--- config.mk ---
export PLATFORM = sky130hd
export DESIGN_NAME = byteseq_top
export DESIGN_NICKNAME = d
export VERILOG_FILES = /design/src/rtl/byteseq_pkg.sv /design/src/rtl/byteseq_ctrl.sv /design/src/rtl/byteseq_dp.sv /design/src/rtl/byteseq_top.sv
export SDC_FILE = /design/constraint.sdc
export NUM_CORES = 1
export LEC_CHECK = 0
export BUFFER_PORTS_ARGS = -buffer_cell sky130_fd_sc_hd__buf_2
export CAP_MARGIN = 20
export CORE_UTILIZATION = 51
export DETAILED_ROUTE_END_ITERATION = 16
export PLACE_DENSITY_LB_ADDON = 0.3
export SYNTH_ARGS = -nofsm -noshare
export SYNTH_HDL_FRONTEND = slang
export SYNTH_HIERARCHICAL = 1
export SYNTH_SLANG_ARGS = --single-unit
--- constraint.sdc ---
create_clock -name clk -period 3.94 [get_ports clk]
set_input_delay 0.394 -clock clk [delete_from_list [all_inputs] [get_ports clk]]
set_output_delay 0.394 -clock clk [all_outputs]
set_load 0.02 [all_outputs]
--- src/rtl/byteseq_pkg.sv ---
package byteseq_pkg;

  typedef enum logic [2:0] {
    PH_IDLE,
    PH_A,
    PH_B,
    PH_C,
    PH_WAIT,
    PH_D,
    PH_E,
    PH_F
  } phase_e;

  // strobes from control to datapath
  typedef struct packed {
    logic capture;  // load word, clear sum
    logic accum;    // add current byte to sum
  } dp_ctrl_t;

  localparam int STRB_W = 6;

endpackage

--- src/rtl/byteseq_ctrl.sv ---
module byteseq_ctrl
  import byteseq_pkg::*;
#(
  parameter int DATA_BYTES = 8,
  parameter int LEN_W      = 4,
  parameter int GAP_CYCLES = 2,
  localparam int CNT_W     = $clog2(DATA_BYTES + 1),
  localparam int IDX_W     = (DATA_BYTES > 1) ? $clog2(DATA_BYTES) : 1,
  localparam int GAP_W     = (GAP_CYCLES > 1) ? $clog2(GAP_CYCLES) : 1
) (
  input  logic              clk,
  input  logic              rst,
  input  logic              start,
  input  logic [LEN_W-1:0]  lenIn,
  output dp_ctrl_t          dpCtl,
  output logic [IDX_W-1:0]  byteIdx,
  output logic [STRB_W-1:0] phaseStrb,
  output logic              done
);

  phase_e           phase;
  logic [CNT_W-1:0] byteCnt;
  logic [CNT_W-1:0] lenReg;
  logic [GAP_W-1:0] gapCnt;
  logic [CNT_W-1:0] lenClamp;
  logic             lastByte;
  logic             gapEnd;

  // clamp requested length to the number of byte lanes
  always_comb begin
    if (int'(lenIn) > DATA_BYTES) lenClamp = CNT_W'(DATA_BYTES);
    else                          lenClamp = CNT_W'(lenIn);
  end

  assign lastByte = ((byteCnt + CNT_W'(1)) == lenReg);

  generate
    if (GAP_CYCLES > 1) begin : g_gapCount
      assign gapEnd = (gapCnt == GAP_W'(GAP_CYCLES - 1));
    end else begin : g_gapSingle
      assign gapEnd = 1'b1;
    end
  endgenerate

  always_ff @(posedge clk) begin
    if (rst) begin
      phase   <= PH_IDLE;
      byteCnt <= '0;
      lenReg  <= '0;
      gapCnt  <= '0;
      done    <= 1'b0;
    end else begin
      done <= (phase == PH_F);
      unique case (phase)
        PH_IDLE: begin
          if (start) begin
            lenReg  <= lenClamp;
            byteCnt <= '0;
            phase   <= (lenClamp == '0) ? PH_D : PH_A;
          end
        end
        PH_A: phase <= PH_B;
        PH_B: phase <= PH_C;
        PH_C: begin
          if (lastByte) begin
            phase <= PH_D;
          end else begin
            byteCnt <= byteCnt + CNT_W'(1);
            gapCnt  <= '0;
            phase   <= PH_WAIT;
          end
        end
        PH_WAIT: begin
          if (gapEnd) phase <= PH_A;
          else        gapCnt <= gapCnt + GAP_W'(1);
        end
        PH_D: phase <= PH_E;
        PH_E: phase <= PH_F;
        PH_F: phase <= PH_IDLE;
        default: phase <= PH_IDLE;
      endcase
    end
  end

  always_comb begin
    dpCtl.capture = (phase == PH_IDLE) && start;
    dpCtl.accum   = (phase == PH_C);
  end

  always_comb begin
    phaseStrb = '0;
    unique case (phase)
      PH_A:    phaseStrb[0] = 1'b1;
      PH_B:    phaseStrb[1] = 1'b1;
      PH_C:    phaseStrb[2] = 1'b1;
      PH_D:    phaseStrb[3] = 1'b1;
      PH_E:    phaseStrb[4] = 1'b1;
      PH_F:    phaseStrb[5] = 1'b1;
      default: phaseStrb    = '0;
    endcase
  end

  assign byteIdx = byteCnt[IDX_W-1:0];

endmodule

--- src/rtl/byteseq_dp.sv ---
module byteseq_dp
  import byteseq_pkg::*;
#(
  parameter int DATA_BYTES = 8,
  parameter int BYTE_W     = 8,
  parameter int IDX_W      = 3,
  parameter int SUM_W      = 12,
  localparam int DATA_W    = DATA_BYTES * BYTE_W
) (
  input  logic              clk,
  input  logic              rst,
  input  dp_ctrl_t          dpCtl,
  input  logic [DATA_W-1:0] dataIn,
  input  logic [IDX_W-1:0]  byteIdx,
  output logic [BYTE_W-1:0] curByte,
  output logic [SUM_W-1:0]  sumOut
);

  logic [DATA_W-1:0] dataReg;
  logic [BYTE_W-1:0] lanes [DATA_BYTES];

  genvar g;
  generate
    for (g = 0; g < DATA_BYTES; g++) begin : g_lane
      assign lanes[g] = dataReg[g*BYTE_W +: BYTE_W];
    end
  endgenerate

  assign curByte = lanes[byteIdx];

  always_ff @(posedge clk) begin
    if (rst) begin
      dataReg <= '0;
      sumOut  <= '0;
    end else if (dpCtl.capture) begin
      dataReg <= dataIn;
      sumOut  <= '0;
    end else if (dpCtl.accum) begin
      sumOut  <= sumOut + SUM_W'(curByte);
    end
  end

endmodule

--- src/rtl/byteseq_top.sv ---
module byteseq_top
  import byteseq_pkg::*;
#(
  parameter int DATA_BYTES = 8,
  parameter int BYTE_W     = 8,
  parameter int LEN_W      = 4,
  parameter int GAP_CYCLES = 2,
  localparam int DATA_W    = DATA_BYTES * BYTE_W,
  localparam int IDX_W     = (DATA_BYTES > 1) ? $clog2(DATA_BYTES) : 1,
  localparam int SUM_W     = BYTE_W + $clog2(DATA_BYTES + 1)
) (
  input  logic              clk,
  input  logic              rst,
  input  logic              start,
  input  logic [DATA_W-1:0] dataIn,
  input  logic [LEN_W-1:0]  lenIn,
  output logic [BYTE_W-1:0] curByte,
  output logic [IDX_W-1:0]  byteIdx,
  output logic [STRB_W-1:0] phaseStrb,
  output logic              done,
  output logic [SUM_W-1:0]  sumOut
);

  dp_ctrl_t dpCtl;

  byteseq_ctrl #(
    .DATA_BYTES(DATA_BYTES),
    .LEN_W     (LEN_W),
    .GAP_CYCLES(GAP_CYCLES)
  ) uCtrl (
    .clk      (clk),
    .rst      (rst),
    .start    (start),
    .lenIn    (lenIn),
    .dpCtl    (dpCtl),
    .byteIdx  (byteIdx),
    .phaseStrb(phaseStrb),
    .done     (done)
  );

  byteseq_dp #(
    .DATA_BYTES(DATA_BYTES),
    .BYTE_W    (BYTE_W),
    .IDX_W     (IDX_W),
    .SUM_W     (SUM_W)
  ) uDp (
    .clk    (clk),
    .rst    (rst),
    .dpCtl  (dpCtl),
    .dataIn (dataIn),
    .byteIdx(byteIdx),
    .curByte(curByte),
    .sumOut (sumOut)
  );

endmodule

==> results of run 1 <==
-- flip-flops by register name, summed over array words and instances, names as in the netlist --
| signal | cells |
|---|---|
| uDp/dataReg | 64 |
| uCtrl/byteCnt | 4 |
| uCtrl/lenReg | 4 |
| uCtrl/gapCnt | 1 |
| uCtrl/phase | 3 |
| uDp/sumOut | 12 |
| uCtrl/done | 1 |
-- final cells by class --
class	instances	area [um2]	share of cell area, %
repair buffers	105	538	10.7
clock buffers	9	124	2.46
inverters	8	33.8	0.670
well taps	105	131	2.61
flip-flops and latches	89	1780	35.3
clock inverters	6	73.8	1.46
multi-input cells	292	2360	46.8
-- power by group through the flow --
stage | clock (uW) | sequential, uW | combinational (uW)
final | 645 | 1050 | 480
after global routing | 693 | 1060 | 524
after CTS | 657 | 1050 | 481
after detailed placement | 0 | 1070 | 478
after global placement | 0 | 1070 | 464
after floorplan | 0 | 1030 | 386
-- worst max-delay path, cell delays in order (launching register included) --
cell and delay [ps]:
dfxtp_1 340, buf_4 260, mux4_2 530, mux2_2 290, ha_1 240, fa_1 420
a21o_1 210, a211oi_1 310, mux2i_1 130, a31o_2 220
-- layer usage --
layer  track usage, %  wire [um]
met1             31.1       4420
met2             40.5       4990
met3             5.42        584
met4             12.3        362
met5                0          0
-- cells by family after synthesis --
| logic type | count (synthesis) | share of synthesized area, % |
|---|---|---|
| and+or+nand+nor | 123 | 13.2 |
| AOI/OAI and AO/OA | 51 | 8.24 |
| xor gates and xnor gates | 12 | 2.98 |
| DFF | 89 | 41.2 |
| muxes | 96 | 27.1 |
| buffers and inverters | 38 | 4.28 |
| adders and majority gates | 10 | 3.07 |
-- cell usage after synthesis (2+ instances only) --
library cell,number
a211oi_1,6
a21o_1,4
a21o_2,2
a21oi_1,15
a311o_1,2
a31oi_1,5
and3_2,2
buf_1,8
buf_2,13
buf_4,6
clkbuf_1,3
dfxtp_1,89
ha_1,9
inv_1,5
mux2_2,8
mux2i_1,72
mux4_2,16
nand2_1,11
nand2b_1,2
nand3_1,11
nor2_1,76
nor3_1,6
o211ai_1,2
o21ai_0,4
o21ai_1,3
or3_1,4
or3b_2,2
xnor2_1,7
xor2_1,3
-- per-stage QoR --
| step | util (%) | std cells | hold slack, ps | area [um2] | power (uW) |
|---|---|---|---|---|---|
| floorplan | - | 419 | 432 | 4330 | 1420 |
| global placement | 59.0 | 599 | 444 | 4840 | 1530 |
| detailed placement | 59.0 | 599 | 453 | 4840 | 1550 |
| CTS | 61.4 | 614 | 250 | 5040 | 2190 |
| global route | 61.4 | 614 | 262 | 5040 | 2270 |
| finish | 61.4 | 614 | 259 | 5040 | 2170 |
-- worst paths after layout --
kind | cells after the start | slack [ps] | end | startpoint
worst min-delay path | 3 | 260 | uDp/dataReg[35]$_SDFFE_PP0P_ | dataIn[35]
worst max register to register | 9 | 900 | uDp/sumOut[6]$_SDFFE_PP0P_ | uCtrl/byteCnt[0]$_SDFFE_PP0P_
worst max-delay path | 9 | 900 | uDp/sumOut[6]$_SDFFE_PP0P_ | uCtrl/byteCnt[0]$_SDFFE_PP0P_
worst min register to register | 2 | 470 | uCtrl/lenReg[2]$_SDFFE_PP0P_ | uCtrl/lenReg[2]$_SDFFE_PP0P_
==> impl_metrics.json, run 1 <==
{
  "status": "completed",
  "numCtsBuffers": 9,
  "syn_area_mm2": 0.00433,
  "start_util_pct": 52.7,
  "vias": 3407,
  "final_common_cell": "buf_2",
  "grtUsageTotal_pct": 24.9,
  "routed_wl_um": 10400,
  "power_frac_comb_pct": 22.1,
  "p_seq_share_pct": 48.3,
  "grt_pass1_vias": 3340,
  "worstSetupPathType": "reg -> reg",
  "maxCapViolations": 0,
  "vdd_drop_max_mv": 0.277,
  "preCtsSetupSlack_ps": 932,
  "synthFlopType": "dfxtp_1",
  "cts_tree": "done",
  "worstSkewPairLatency_ps": 360,
  "final-setup-viol-count": 0,
  "syn_inst": 419,
  "finalHoldViolations": 0,
  "vias_per_cell": 5.55,
  "arrival_ps": 3300,
  "dieArea_mm2": 0.00886,
  "fillers": 721,
  "post_cts_buffers": 0,
  "cts_root_buffer": "clkbuf_8",
  "clkPwrFrac_pct": 29.7,
  "gp_congestion": 0.894,
  "yosysUniqueCellTypes": 52,
  "overflow": 0,
  "pin_count": 101,
  "required_ps": 4200,
  "rows": 33,
  "p_sw_share_pct": 30.7,
  "cts-resized-gates": 0,
  "fp.dieH_um": 94.1,
  "power_density_mw_per_mm2": 431,
  "synth-edff-count": 0,
  "yosysTopAreaCell": "dfxtp_1",
  "fp.dieW_um": 94.1,
  "coreArea_mm2": 0.00822,
  "cp-start-kind": "flip-flop",
  "synth_top_cell_area_share_pct": 41.2,
  "holdCritPathClass": "in -> reg",
  "finalSetupTns_ps": 0,
  "synthArstFlopShare_pct": 0,
  "final_nets": 586,
  "fmax_ghz": 0.329,
  "tightestPinTransition_ps": 879,
  "end_kind": "flip-flop",
  "p_switching_uw": 667,
  "fin_ws_ps": 900,
  "ant_nets": 0,
  "synth-seq-area-share_pct": 41.2,
  "grt_first_pass_wirelength_um": 16700,
  "synth_area_per_cell_um2": 10.3,
  "synthesis.nets": 500,
  "first_pass_iters": 4,
  "dp_hpwl_um": 7640,
  "cp_max_fo": 14,
  "ctsLongestPathBuffers": 2,
  "slew_headroom_pct": 41.4,
  "finalCriticalPeriod_ps": 3040,
  "cts_num_sinks": 89,
  "synth_area_leaders": "dfxtp_1 41%, mux2i_1 17%, mux4_2 8.3%",
  "post-route-period-util_pct": 77.2,
  "ys_ff_latch": 89,
  "finalMaxSlewViolations": 0,
  "avgRoutedWirePerCell_um": 16.9,
  "p_int_uw": 1510,
  "power.leakage_uw": 0.00219,
  "portBuffers": 100,
  "ys.warnings.count": 6,
  "grt_max_degree": 82,
  "layout_common_cells": "100 x buf_2, 89 x dfxtp_1, 76 x nor2_1",
  "cts_max_level": 3,
  "antenna_found_initial": 0,
  "fin_skew_ps": 9.15,
  "ctsHoldBuffers": 0,
  "clk_pin_slew_ps": 100,
  "antenna_cells": 0,
  "drtIter0Drc": 175,
  "drc": 0,
  "drive_gt1_share_pct": 32.0,
  "area_growth_pct": 16.5,
  "rsz0062_at_grt": "false"
}
Note: power is estimated with default switching activity, not from simulation.
==> inputs of run 2 (changes only) <==
CORE_UTILIZATION = 49   (was 51)
clock period = 2.7 ns   (was 3.94 ns; I/O delays follow)
==> run 2 against run 1 <==
Compared with the run above: sequential share of layout area down 1.9 points; worst setup slack got worse by 890 ps; sequential power up 46%; utilization increased by 2.4 points; count of clock-buffer cells in the layout is 2 higher; maximum frequency is 13% higher; largest cell class unchanged.
==> impl_metrics.json, run 2 (synthesis results as in run 1) <==
{
  "area_growth_pct": 23.6,
  "tightestPinTransition_ps": 546,
  "rsz0062_at_grt": "true",
  "ctsLongestPathBuffers": 2,
  "end_kind": "flip-flop",
  "largest-register": "uDp/dataReg",
  "maxCapViolations": 0,
  "grtUsageTotal_pct": 23.7,
  "cp_max_fo": 4,
  "rr_worst_depth": 9,
  "grt_max_degree": 55,
  "cp-endpoint": "uDp/sumOut[6]$_SDFFE_PP0P_",
  "coreArea_mm2": 0.00838,
  "vias_per_cell": 5.46,
  "fin_util_pct": 63.8,
  "ctsHoldBuffers": 0,
  "pin_count": 101,
  "cts_num_sinks": 89,
  "ant_nets": 0,
  "grt_first_pass_wirelength_um": 16000,
  "rows": 33,
  "cpMaxStageDelayCell": "mux4_2",
  "r2r_slack_ps": 9,
  "holdCritPathClass": "in -> reg",
  "crit_path_start": "uCtrl/byteCnt[0]$_SDFFE_PP0P_",
  "routed_wl_um": 10400,
  "finalCriticalPeriod_ps": 2690,
  "largest_register_ffs": 64,
  "regToRegStartpoint": "uCtrl/byteCnt[0]$_SDFFE_PP0P_",
  "antenna_cells": 0,
  "status": "completed",
  "stdcell_area_mm2": 0.00535,
  "final_nets": 601,
  "cp-start-kind": "flip-flop",
  "vdd_drop_max_mv": 0.371,
  "worstSkewPairLatency_ps": 360,
  "post-route-period-util_pct": 99.7,
  "fin_ws_ps": 8.83,
  "power_density_mw_per_mm2": 586,
  "start_util_pct": 51.6,
  "overflow": 0,
  "worstHoldStart": "dataIn[12]",
  "clk_pin_slew_ps": 90,
  "cp_cell_sequence": "buf_12 -> mux4_2 -> mux2_4 -> ha_4 -> fa_2 -> a21o_1 -> a211oi_2 -> mux2i_1 -> a31o_2",
  "finalHoldViolations": 0,
  "place_area_mm2": 0.00512,
  "cts_tree": "done",
  "final_common_cell": "buf_2",
  "slew_headroom_pct": 63.5,
  "cpPeakStageDelay_ps": 490,
  "finalPower_uw": 3130,
  "drtIter0Drc": 135,
  "numCtsBuffers": 9,
  "drive_gt1_share_pct": 37.0,
  "worstSetupPathType": "reg -> reg",
  "fp.dieW_um": 96.0,
  "required_ps": 2950,
  "cts_max_level": 3,
  "critPathBufInv": 1,
  "r2r_end": "uDp/sumOut[6]$_SDFFE_PP0P_",
  "fin_skew_ps": 13.0,
  "preCtsSetupSlack_ps": 15.4,
  "final-setup-viol-count": 0,
  "cp_num_cells": 9,
  "cts_root_buffer": "clkbuf_8",
  "vias": 3437,
  "finalMaxSlewViolations": 0,
  "reg_top3": "uDp/dataReg (64), uDp/sumOut (12)",
  "layout_common_cells": "100 x buf_2, 88 x dfxtp_1, 76 x nor2_1",
  "fmax_ghz": 0.372,
  "first_pass_iters": 4,
  "antenna_found_initial": 0,
  "dp_hpwl_um": 7920,
  "grt_pass1_vias": 3181,
  "avgRoutedWirePerCell_um": 16.5,
  "portBuffers": 100,
  "arrival_ps": 2950,
  "fp.dieH_um": 96.0,
  "drc": 0,
  "power.leakage_uw": 0.00228,
  "gp_congestion": 0.863,
  "critical_path.top_delay_family": "multiplexers",
  "dieArea_mm2": 0.00921
}
-- run 2: cell count changes in the layout (fill, tap and decap cells not counted), sizes merged --
cell and delta:
buf +15, bufinv -1, clkbuf +2, clkinv +3, clkinvlp -2, inv -1
-- run 2: layout make-up --
type / instances / area (um2)
repair buffers: 120 / 701
multi-input cells: 292 / 2510
clock buffers: 11 / 141
clock inverters: 5 / 38.8
inverters: 8 / 33.8
flip-flops and latches: 89 / 1790
well taps: 105 / 131
fillers: 718 / 3040
-- run 2: layer usage --
layer	global-route usage (%)	part of all wire, %	up-vias	routed length [um]
li1	-	-	1702	-
met1	28.9	42	1620	4410
met2	39.4	50	93	5170
met3	5.37	5.0	22	521
met4	11.6	2.9	0	299
met5	0	0	-	0
-- run 2: how the worst min path moves through the flow --
stage	slack, ps	cells after the start	end
floorplan	410	2	uCtrl/lenReg[3]$_SDFFE_PP0P_
global placement	450	2	uCtrl/lenReg[2]$_SDFFE_PP0P_
detailed placement	460	2	uCtrl/lenReg[2]$_SDFFE_PP0P_
CTS	130	3	uDp/dataReg[60]$_SDFFE_PP0P_
global route	130	3	uDp/dataReg[61]$_SDFFE_PP0P_
finish	140	3	uDp/dataReg[12]$_SDFFE_PP0P_
-- run 2: what timing repair did --
item | in CTS | in global routing
buffers inserted | 0 | 2
resized for setup | 0 | 4
setup endpoints to repair | 0 | 6
-- run 2: stage by stage --
stage          setup TNS (ps)  hold slack (ps)  std cells
4_1_cts                     0              130        628
5_1_grt                  -305              131        630
3_5_place_dp                0              456        612
3_3_place_gp                0              448        612
2_1_floorplan            -738              406        419
6_report                    0              142        630
-- run 2: tightest hold or removal path, cell delays in order --
cell and delay (ps):
buf_2 70, mux2i_1 50, nor2_1 70
-- run 2: power breakdown --
| part | internal, uW | switching (uW) | leakage [uW] |
|---|---|---|---|
| logic | 371 | 383 | 0.00146 |
| clock network | 369 | 481 | 0.0000956 |
| registers | 1430 | 96.4 | 0.000728 |
